[src/rtl/brm_pkg.sv]
package brm_pkg;
    localparam int END_W   = 5;
    localparam int KIND_W  = 2;
    localparam int MARK_W  = 1 + END_W + KIND_W;
    localparam int SPARE_W = 1 + 2 * MARK_W;

    typedef struct packed {
        logic              vld;
        logic [END_W-1:0]  end_ofs;
        logic [KIND_W-1:0] kind;
    } brm_mark_t;

    typedef struct packed {
        logic      present;
        brm_mark_t slot0;
        brm_mark_t slot1;
    } brm_spare_t;
endpackage

[src/rtl/brm_pack.sv]
module brm_pack
    import brm_pkg::*;
(
    input  logic       instr_only,
    input  brm_mark_t  mark0,
    input  brm_mark_t  mark1,
    output brm_spare_t spare
);
    brm_mark_t m0_clean;
    brm_mark_t m1_clean;

    always_comb begin
        m0_clean = mark0.vld ? mark0 : '0;
        m1_clean = mark1.vld ? mark1 : '0;
        spare    = '0;
        if (instr_only) begin
            if (m0_clean.vld) begin
                spare.slot0 = m0_clean;
                spare.slot1 = m1_clean;
            end else begin
                spare.slot0 = m1_clean;
                spare.slot1 = '0;
            end
            spare.present = m0_clean.vld | m1_clean.vld;
        end
    end
endmodule

[src/rtl/brm_tag_table.sv]
module brm_tag_table #(
    parameter int ADDR_W = 20,
    parameter int IDX_W  = 4
) (
    input  logic              clk,
    input  logic              rst_n,
    input  logic              wr_en,
    input  logic              wr_set,
    input  logic [ADDR_W-1:0] wr_line,
    input  logic              snoop_en,
    input  logic [ADDR_W-1:0] snoop_line,
    input  logic [ADDR_W-1:0] look_line,
    output logic              look_hit
);
    localparam int TAG_W   = ADDR_W - IDX_W;
    localparam int ENTRIES = 1 << IDX_W;

    typedef struct packed {
        logic             vld;
        logic [TAG_W-1:0] tag;
    } ent_t;

    ent_t tbl_d [ENTRIES];
    ent_t tbl_q [ENTRIES];

    logic [IDX_W-1:0] wr_idx, sn_idx, lk_idx;
    logic [TAG_W-1:0] wr_tag, sn_tag, lk_tag;

    assign wr_idx = wr_line[IDX_W-1:0];
    assign wr_tag = wr_line[ADDR_W-1:IDX_W];
    assign sn_idx = snoop_line[IDX_W-1:0];
    assign sn_tag = snoop_line[ADDR_W-1:IDX_W];
    assign lk_idx = look_line[IDX_W-1:0];
    assign lk_tag = look_line[ADDR_W-1:IDX_W];

    assign look_hit = tbl_q[lk_idx].vld && (tbl_q[lk_idx].tag == lk_tag);

    for (genvar e = 0; e < ENTRIES; e++) begin : g_ent
        always_comb begin
            tbl_d[e] = tbl_q[e];
            if (wr_en && (wr_idx == IDX_W'(e))) begin
                tbl_d[e].vld = wr_set;
                tbl_d[e].tag = wr_tag;
            end
            if (snoop_en && (sn_idx == IDX_W'(e)) && (tbl_d[e].tag == sn_tag)) begin
                tbl_d[e].vld = 1'b0;
            end
        end

        always_ff @(posedge clk) begin
            if (!rst_n) tbl_q[e] <= '0;
            else        tbl_q[e] <= tbl_d[e];
        end

        assert_snoop_clears_R6: assert property (@(posedge clk) disable iff (!rst_n)
            (snoop_en && (sn_idx == IDX_W'(e)))
            |=> !(tbl_q[e].vld && (tbl_q[e].tag == $past(sn_tag))));

        assert_evict_fills_R5: assert property (@(posedge clk) disable iff (!rst_n)
            (wr_en && wr_set && (wr_idx == IDX_W'(e)) && !(snoop_en && (snoop_line == wr_line)))
            |=> (tbl_q[e].vld && (tbl_q[e].tag == $past(wr_tag))));

        assert_mixed_clears_R4: assert property (@(posedge clk) disable iff (!rst_n)
            (wr_en && !wr_set && (wr_idx == IDX_W'(e))) |=> !tbl_q[e].vld);
    end
endmodule

[src/rtl/brm_refill_seq.sv]
module brm_refill_seq
    import brm_pkg::*;
#(
    parameter int ADDR_W = 20
) (
    input  logic              clk,
    input  logic              rst_n,
    input  logic              refill_valid,
    input  logic [ADDR_W-1:0] refill_line,
    input  brm_spare_t        refill_spare,
    input  logic              table_hit,
    output logic              refill_ready,
    output logic              wr_valid,
    output logic [ADDR_W-1:0] wr_line,
    output logic              wr_slot,
    output brm_mark_t         wr_mark
);
    typedef struct packed {
        logic              pend;
        brm_mark_t         pend_mark;
        logic              out_v;
        logic              out_slot;
        brm_mark_t         out_mark;
        logic [ADDR_W-1:0] line;
    } seq_t;

    seq_t s_d, s_q;
    logic take;

    assign refill_ready = !s_q.pend;
    assign take = refill_ready && refill_valid && table_hit && refill_spare.present;

    always_comb begin
        s_d          = s_q;
        s_d.pend     = 1'b0;
        s_d.out_v    = 1'b0;
        s_d.out_slot = 1'b0;
        s_d.out_mark = '0;
        if (s_q.pend) begin
            s_d.out_v     = 1'b1;
            s_d.out_slot  = 1'b1;
            s_d.out_mark  = s_q.pend_mark;
            s_d.pend_mark = '0;
        end else if (take) begin
            s_d.line = refill_line;
            if (refill_spare.slot0.vld) begin
                s_d.out_v     = 1'b1;
                s_d.out_mark  = refill_spare.slot0;
                s_d.pend      = refill_spare.slot1.vld;
                s_d.pend_mark = refill_spare.slot1;
            end else if (refill_spare.slot1.vld) begin
                s_d.out_v    = 1'b1;
                s_d.out_slot = 1'b1;
                s_d.out_mark = refill_spare.slot1;
            end
        end
    end

    always_ff @(posedge clk) begin
        if (!rst_n) s_q <= '0;
        else        s_q <= s_d;
    end

    assign wr_valid = s_q.out_v;
    assign wr_line  = s_q.line;
    assign wr_slot  = s_q.out_slot;
    assign wr_mark  = s_q.out_mark;

    assert_busy_mid_pair_R9: assert property (@(posedge clk) disable iff (!rst_n)
        !refill_ready |-> (wr_valid && !wr_slot));

    assert_no_write_unless_taken_R8: assert property (@(posedge clk) disable iff (!rst_n)
        (refill_ready && !(refill_valid && table_hit && refill_spare.present)) |=> !wr_valid);

    assert_write_carries_valid_R7: assert property (@(posedge clk) disable iff (!rst_n)
        wr_valid |-> wr_mark.vld);
endmodule

[src/rtl/brm_spill_unit.sv]
module brm_spill_unit
    import brm_pkg::*;
#(
    parameter int ADDR_W = 20,
    parameter int IDX_W  = 4
) (
    input  logic              clk,
    input  logic              rst_n,
    input  logic              evict_valid,
    input  logic [ADDR_W-1:0] evict_line,
    input  logic              evict_instr_only,
    input  logic [7:0]        evict_mark0,
    input  logic [7:0]        evict_mark1,
    output logic              spill_valid,
    output logic [16:0]       spill_bits,
    input  logic              refill_valid,
    input  logic [ADDR_W-1:0] refill_line,
    input  logic [16:0]       refill_spare,
    output logic              refill_ready,
    input  logic              snoop_valid,
    input  logic [ADDR_W-1:0] snoop_line,
    output logic              pred_wr_valid,
    output logic [ADDR_W-1:0] pred_wr_line,
    output logic              pred_wr_slot,
    output logic [4:0]        pred_wr_end,
    output logic [1:0]        pred_wr_kind
);
    typedef struct packed {
        logic       v;
        brm_spare_t bits;
    } spill_t;

    brm_spare_t packed_spare;
    spill_t     sp_d, sp_q;
    logic       hit;
    brm_mark_t  wr_mark;

    brm_pack u_pack (
        .instr_only (evict_instr_only),
        .mark0      (brm_mark_t'(evict_mark0)),
        .mark1      (brm_mark_t'(evict_mark1)),
        .spare      (packed_spare)
    );

    brm_tag_table #(.ADDR_W(ADDR_W), .IDX_W(IDX_W)) u_table (
        .clk        (clk),
        .rst_n      (rst_n),
        .wr_en      (evict_valid),
        .wr_set     (packed_spare.present),
        .wr_line    (evict_line),
        .snoop_en   (snoop_valid),
        .snoop_line (snoop_line),
        .look_line  (refill_line),
        .look_hit   (hit)
    );

    brm_refill_seq #(.ADDR_W(ADDR_W)) u_seq (
        .clk          (clk),
        .rst_n        (rst_n),
        .refill_valid (refill_valid),
        .refill_line  (refill_line),
        .refill_spare (brm_spare_t'(refill_spare)),
        .table_hit    (hit),
        .refill_ready (refill_ready),
        .wr_valid     (pred_wr_valid),
        .wr_line      (pred_wr_line),
        .wr_slot      (pred_wr_slot),
        .wr_mark      (wr_mark)
    );

    always_comb begin
        sp_d      = '0;
        sp_d.v    = evict_valid;
        if (evict_valid) sp_d.bits = packed_spare;
    end

    always_ff @(posedge clk) begin
        if (!rst_n) sp_q <= '0;
        else        sp_q <= sp_d;
    end

    assign spill_valid  = sp_q.v;
    assign spill_bits   = sp_q.bits;
    assign pred_wr_end  = wr_mark.end_ofs;
    assign pred_wr_kind = wr_mark.kind;

    assert_evict_spills_R1: assert property (@(posedge clk) disable iff (!rst_n)
        evict_valid |=> spill_valid);

    assert_idle_no_spill_R1: assert property (@(posedge clk) disable iff (!rst_n)
        !evict_valid |=> !spill_valid);

    assert_mixed_zero_R4: assert property (@(posedge clk) disable iff (!rst_n)
        (evict_valid && !evict_instr_only) |=> (spill_bits == '0));

    assert_absent_empty_R3: assert property (@(posedge clk) disable iff (!rst_n)
        (spill_valid && !spill_bits[16]) |-> (spill_bits[15:0] == '0));
endmodule

[config.mk]
export PLATFORM = sky130hd
export DESIGN_NAME = brm_spill_unit
export DESIGN_NICKNAME = d
export VERILOG_FILES = /design/src/rtl/brm_pkg.sv /design/src/rtl/brm_pack.sv /design/src/rtl/brm_tag_table.sv /design/src/rtl/brm_refill_seq.sv /design/src/rtl/brm_spill_unit.sv
export SDC_FILE = /design/constraint.sdc
export NUM_CORES = 1
export LEC_CHECK = 0
export BUFFER_PORTS_ARGS = -buffer_cell sky130_fd_sc_hd__buf_2
export CAP_MARGIN = 10
export CORE_ASPECT_RATIO = 2
export CORE_MARGIN = 5
export CORE_UTILIZATION = 30
export CTS_CLUSTER_SIZE = 28
export DETAILED_ROUTE_END_ITERATION = 16
export PLACE_DENSITY = 0.58
export SLEW_MARGIN = 10
export SYNTH_ARGS = -nofsm -noshare
export SYNTH_HDL_FRONTEND = slang
export SYNTH_SLANG_ARGS = --single-unit
[constraint.sdc]
create_clock -name clk -period 7.77 [get_ports clk]
set_clock_uncertainty 0.1 [all_clocks]
set_input_delay 1.1655 -clock clk [delete_from_list [all_inputs] [get_ports clk]]
set_output_delay 1.1655 -clock clk [all_outputs]
set_load 0.05 [all_outputs]
Word-level counts from Yosys, hierarchy flattened
Memory sizes are Yosys's and may differ from the RTL's.
Cells that the tools add are included.
Widths: inputs -> output; s select.

operators by class
  reductions and logical operators = 62
  eq/ne operators = 47
  bitwise gates (word level) = 21
  multiplexer cells = 60

operators with widths
  kind                number
  $mux 17             33
  $eq 16x16->1        17
  $eq 4x4->1 const B  16
  $logic_and 1x1->1   52
  $eq 4x3->1 const B  8
  $mux 30             1
  $mux 8              3
  $mux 1              20
  $mux 10             2
  $or 1x1->1          17
  $eq 4x2->1 const B  4
  $mux 16             1
  $eq 4x1->1 const B  2
  $logic_not 4->1     2
  $reduce_and 2->1    3
  $not 1->1           4
  $reduce_and 4->1    1
  $reduce_or 4->1     1
  $reduce_and 3->1    1
  $reduce_or 2->1     1
  $logic_not 1->1     1

storage, ports and cells
  memory bits (writable) = 272
  input bits = 99
  memories = 1
  register bits = 56

memory list
  name           depth  bits a word  read ports  clocked after Yosys merged registers in  wr ports  RTL line             text
  u_table.tbl_q  16     17           17          0                                        16        brm_tag_table.sv:24  ent_t tbl_q [ENTRIES];

Longest topological paths before layout
  depth in word-level cells = 8
  depth in mapped cells = 14

Modules after synthesis
From an unflattened synthesis, not the netlist that was laid out.

second synthesis, totals
  cells, all modules = 1789
  area, all modules = 18272.5 µm²

by module, submodules not included
  module          sequential area each (µm²)  cells an instance  area an instance (µm²)  times used
  brm_tag_table   5445.2                      1521               15837.7                 1
  brm_refill_seq  780.7                       206                1747.9                  1
  brm_spill_unit  360.3                       38                 503.0                   1
  brm_pack        0.0                         24                 183.9                   1

Worst setup path before layout
OpenSTA, ideal clock, no wires.

  path type = input -> register
  start = input port evict_line[0]
  end = memory u_table.tbl_q[14][16] (netlist bit)
  cell stages on the path = 9
  data arrival time = 3310 ps
  setup time = 129 ps
  setup slack = 4231 ps
  data required time = 7541 ps
  cells stage by stage = nand2b_1 > clkbuf_1 > nor2_1 > mux2i_1 > xor2_1 > nand4_1 > or4_1 > nor4_1 > nor3_1

RTL lines
  element          RTL line              text
  start, declared  brm_spill_unit.sv:10  input logic [ADDR_W-1:0] evict_line,
  end, declared    brm_tag_table.sv:24

Worst setup path in the final report
  start = input port refill_line[0]
  end = register u_seq.s_q[34] (netlist bit)

on the way
  longest elaborated chain between the ends = 6

RTL lines
  element                              RTL line              text
  start, declared                      brm_spill_unit.sv:17  input logic [ADDR_W-1:0] refill_line,
  $mem_v2 16x17 *                      --
  $eq 16x16->1                         brm_tag_table.sv:36   assign look_hit = tbl_q[lk_idx].vld && (tbl_q[lk_idx].tag == lk_tag);
  $logic_and 1x1->1 *                  brm_tag_table.sv:36
  $logic_and 1x1->1 * (2 in series)    brm_refill_seq.sv:31  assign take = refill_ready && refill_valid && table_hit && refill_spare.present;
  $reduce_and 2->1 (no source line) *  --
  end signal, assigned                 brm_refill_seq.sv:60  if (!rst_n) s_q <= '0;
  end signal, assigned                 brm_refill_seq.sv:61  else s_q <= s_d;
  end, declared                        brm_refill_seq.sv:27  seq_t s_d, s_q;

Every way passes the cells marked *; elsewhere a longest branch is shown, timed or not.
A chain may end at the register's enable or synchronous reset.

==> results.yml <==
logic_synthesis:
  syn_area_um2: 17500
  syn-num-nets: 1897
  ys_ff_latch: 327
  yosysTopAreaCell: "dfxtp_1"
  postSynth.asyncResetShare: 0
  netlist_instances: 1798
  yosysWarningCount: 0
  synth_cell_types: 57
  synth_common_cells: "dfxtp_1 (327), nor2_1 (298), mux2i_1 (297), xor2_1 (190), clkbuf_1 (91)"
  synth_edf_count: 0
  yosysMostFrequentCell: "dfxtp_1"
  seq_area_frac_synth: 0.373
  netlist_top_cells_area: "dfxtp_1 (37%), mux2i_1 (17%), xor2_1 (9.5%), mux4_2 (6.4%), nor2_1 (6.4%)"
  avgSynthCellArea_um2: 9.76
  synth-main-ff-cell: "dfxtp_1"
  synth_top_area_frac: 0.373
cells_and_area:
  final_nets: 1925
  fill_cells: 5933
  utilization: 0.336
  drive_above_1_share: 0.160
  fin_area_um2: 19500
  area_delta_synth_final_pct: 11.1
  instances_no_fill: 2613
  multiInputGateArea_um2: 10000
  final-seq-area_um2: 6550
sta:
  tightest_slew_ns: 1.27
  hold_viol: 0
  setup_viol: 0
  period_share: 0.639
  timing.fmax_mhz: 201
  tns_ns: 0
  post-route-min-period_ns: 4.97
  drv_slew: 0
  rsz0062_at_grt: "false"
  slew_headroom: 0.154
clock_tree:
  cts_root_buf: "clkbuf_16"
  cts_sinks: 327
  cts_buffer_depth: 3
  cts_hold_buf: 0
  clk_pin_slew_worst_paths_ns: 0.07
  post_cts_buffers: 0
  cts_tree: "built"
  cts-resized-gates: 0
  htree_num_levels: 1
  clkLatencyLatePin_ns: 0.62
  cts-buffers-inserted: 29
die:
  coreArea_um2: 58000
  chipWidth_um: 181
  dieArea_um2: 63700
  io_pins: 147
  start_util: 0.302
  rows: 125
  die_y_um: 352
critical_path:
  worst_setup_path_end_kind: "flip-flop"
  crit_path_start_kind: "input pin"
  path_class: "in -> reg"
  path_max_fanout: 40
  crit_arrival_ns: 5.42
  worstPathRequired_ns: 8.22
detailed_routing:
  wirelength_um: 76900
  first_pass_iters: 8
  vias: 14346
  wire_per_inst_um: 29.4
  top_layer: "met5"
  drtAntennaViolNets: 0
  drc_errors: 0
  drtIter0Drc: 1066
  m1WireLength_um: 25100
  wl_met3_um: 4760
  wl_met2_um: 37400
  vias_per_cell: 5.49
global_routing:
  grt_use_total: 0.231
  antenna_found_initial: 11
  grt_pass1_vias: 14389
  overflow: 0
  grt_max_degree: 128
  grt_pass1_wl_um: 107000
place:
  io_buffer_count: 146
  placed_cells: 2557
  dp.final_hpwl_um: 57200
  place.gp.congestion: 0.999
  postPlaceCellArea_um2: 18500
hold_path:
  hold_class: "reg -> reg"
power_and_ir_drop:
  p_int_uw: 2740
  p_switching_uw: 1060
  power_frac_comb: 0.127
  clkPwrFrac: 0.424
  peakVddDrop_v: 0.000172
  seqPwrFrac: 0.449
  power.leakage_uw: 0.00752
  swShare: 0.280
  cellPowerDensity_nw_per_um2: 195
flow_run:
  maxCapViolations: 0
outcome:
  status: "complete, no violations"
-- per-layer routing --
metal	global-route usage	vias to the layer above
met5	0	-
met4	0.225	4
met3	0.0401	249
met2	0.400	728
met1	0.228	7071
li1	-	6294
-- critical path: stages --
cell	delay (ns)
buf_4	0.65
buf_4	0.34
nand2b_1	0.45
o22ai_1	0.17
a21oi_1	0.33
xor2_1	0.11
a21oi_1	0.55
and4b_1	1.16
nand4_1	0.22
a21oi_1	0.19
-- cell families after synthesis --
family,after synthesis,synth area share
and+or+nand+nor,533,0.142
muxes,356,0.247
DFF,327,0.373
xor gates and xnor gates,271,0.135
buffers and inverters,185,0.0590
AOI/OAI and AO/OA,126,0.0442
-- final cells by class --
cell class,count,area share
sequential,327,0.336
tap,762,0.0489
timing repair buffer,173,0.0481
inverter,9,0.00212
antenna,5,0.000641
multi-input combinational,1286,0.513
clock buffer,38,0.0420
clock inverter,13,0.0100
-- through the flow --
stage	hold slack [ns]	power, µW	worst slack, ns
final	0.373	3810	2.80
after CTS	0.377	3800	2.88
after floorplan	0.347	2020	4.23
after global routing	0.387	3890	2.60
after detailed placement	0.367	2220	2.25
after global placement	0.361	2220	2.25
-- power by group through the flow --
| stage | Sequential [µW] | Clock [µW] | Combinational [µW] |
|---|---|---|---|
| floorplan | 1750 | 0 | 276 |
| global placement | 1740 | 0 | 471 |
| detailed placement | 1750 | 0 | 473 |
| CTS | 1710 | 1620 | 474 |
| global route | 1710 | 1680 | 500 |
| finish | 1710 | 1610 | 485 |
-- flip-flops by register name (all words and copies together), names as in the netlist --
signal / cells
u_seq.wr_slot: 1
spill_bits: 17
u_seq.wr_valid: 1
spill_valid: 1
u_seq.s_q: 8
u_seq.wr_line: 20
u_table.tbl_q: 272
u_seq.wr_mark: 7
-- placed cells by master (no fill, tap or decap), types with 45 or more instances in the layout --
master,synthesis,routed
dfxtp_1,327,327
mux2i_1,297,297
nor2_1,298,289
xor2_1,190,190
buf_2,18,144
xnor2_1,81,81
mux4_2,50,50
nand4_1,49,49
o21ai_0,45,45
-- path summary, 6_finish.rpt --
kind                                           start                to  slack (ns)  depth (start not counted)
worst min register to register      u_seq.wr_line[5]  u_seq.wr_line[5]        0.37                          2
worst min-delay path                u_seq.wr_line[5]  u_seq.wr_line[5]        0.37                          2
worst max register to register  u_table.tbl_q[3][11]     u_seq.s_q[34]        3.99                          7
worst max-delay path                  refill_line[0]     u_seq.s_q[34]        2.80                         10
(Power assumes the default switching activity.)
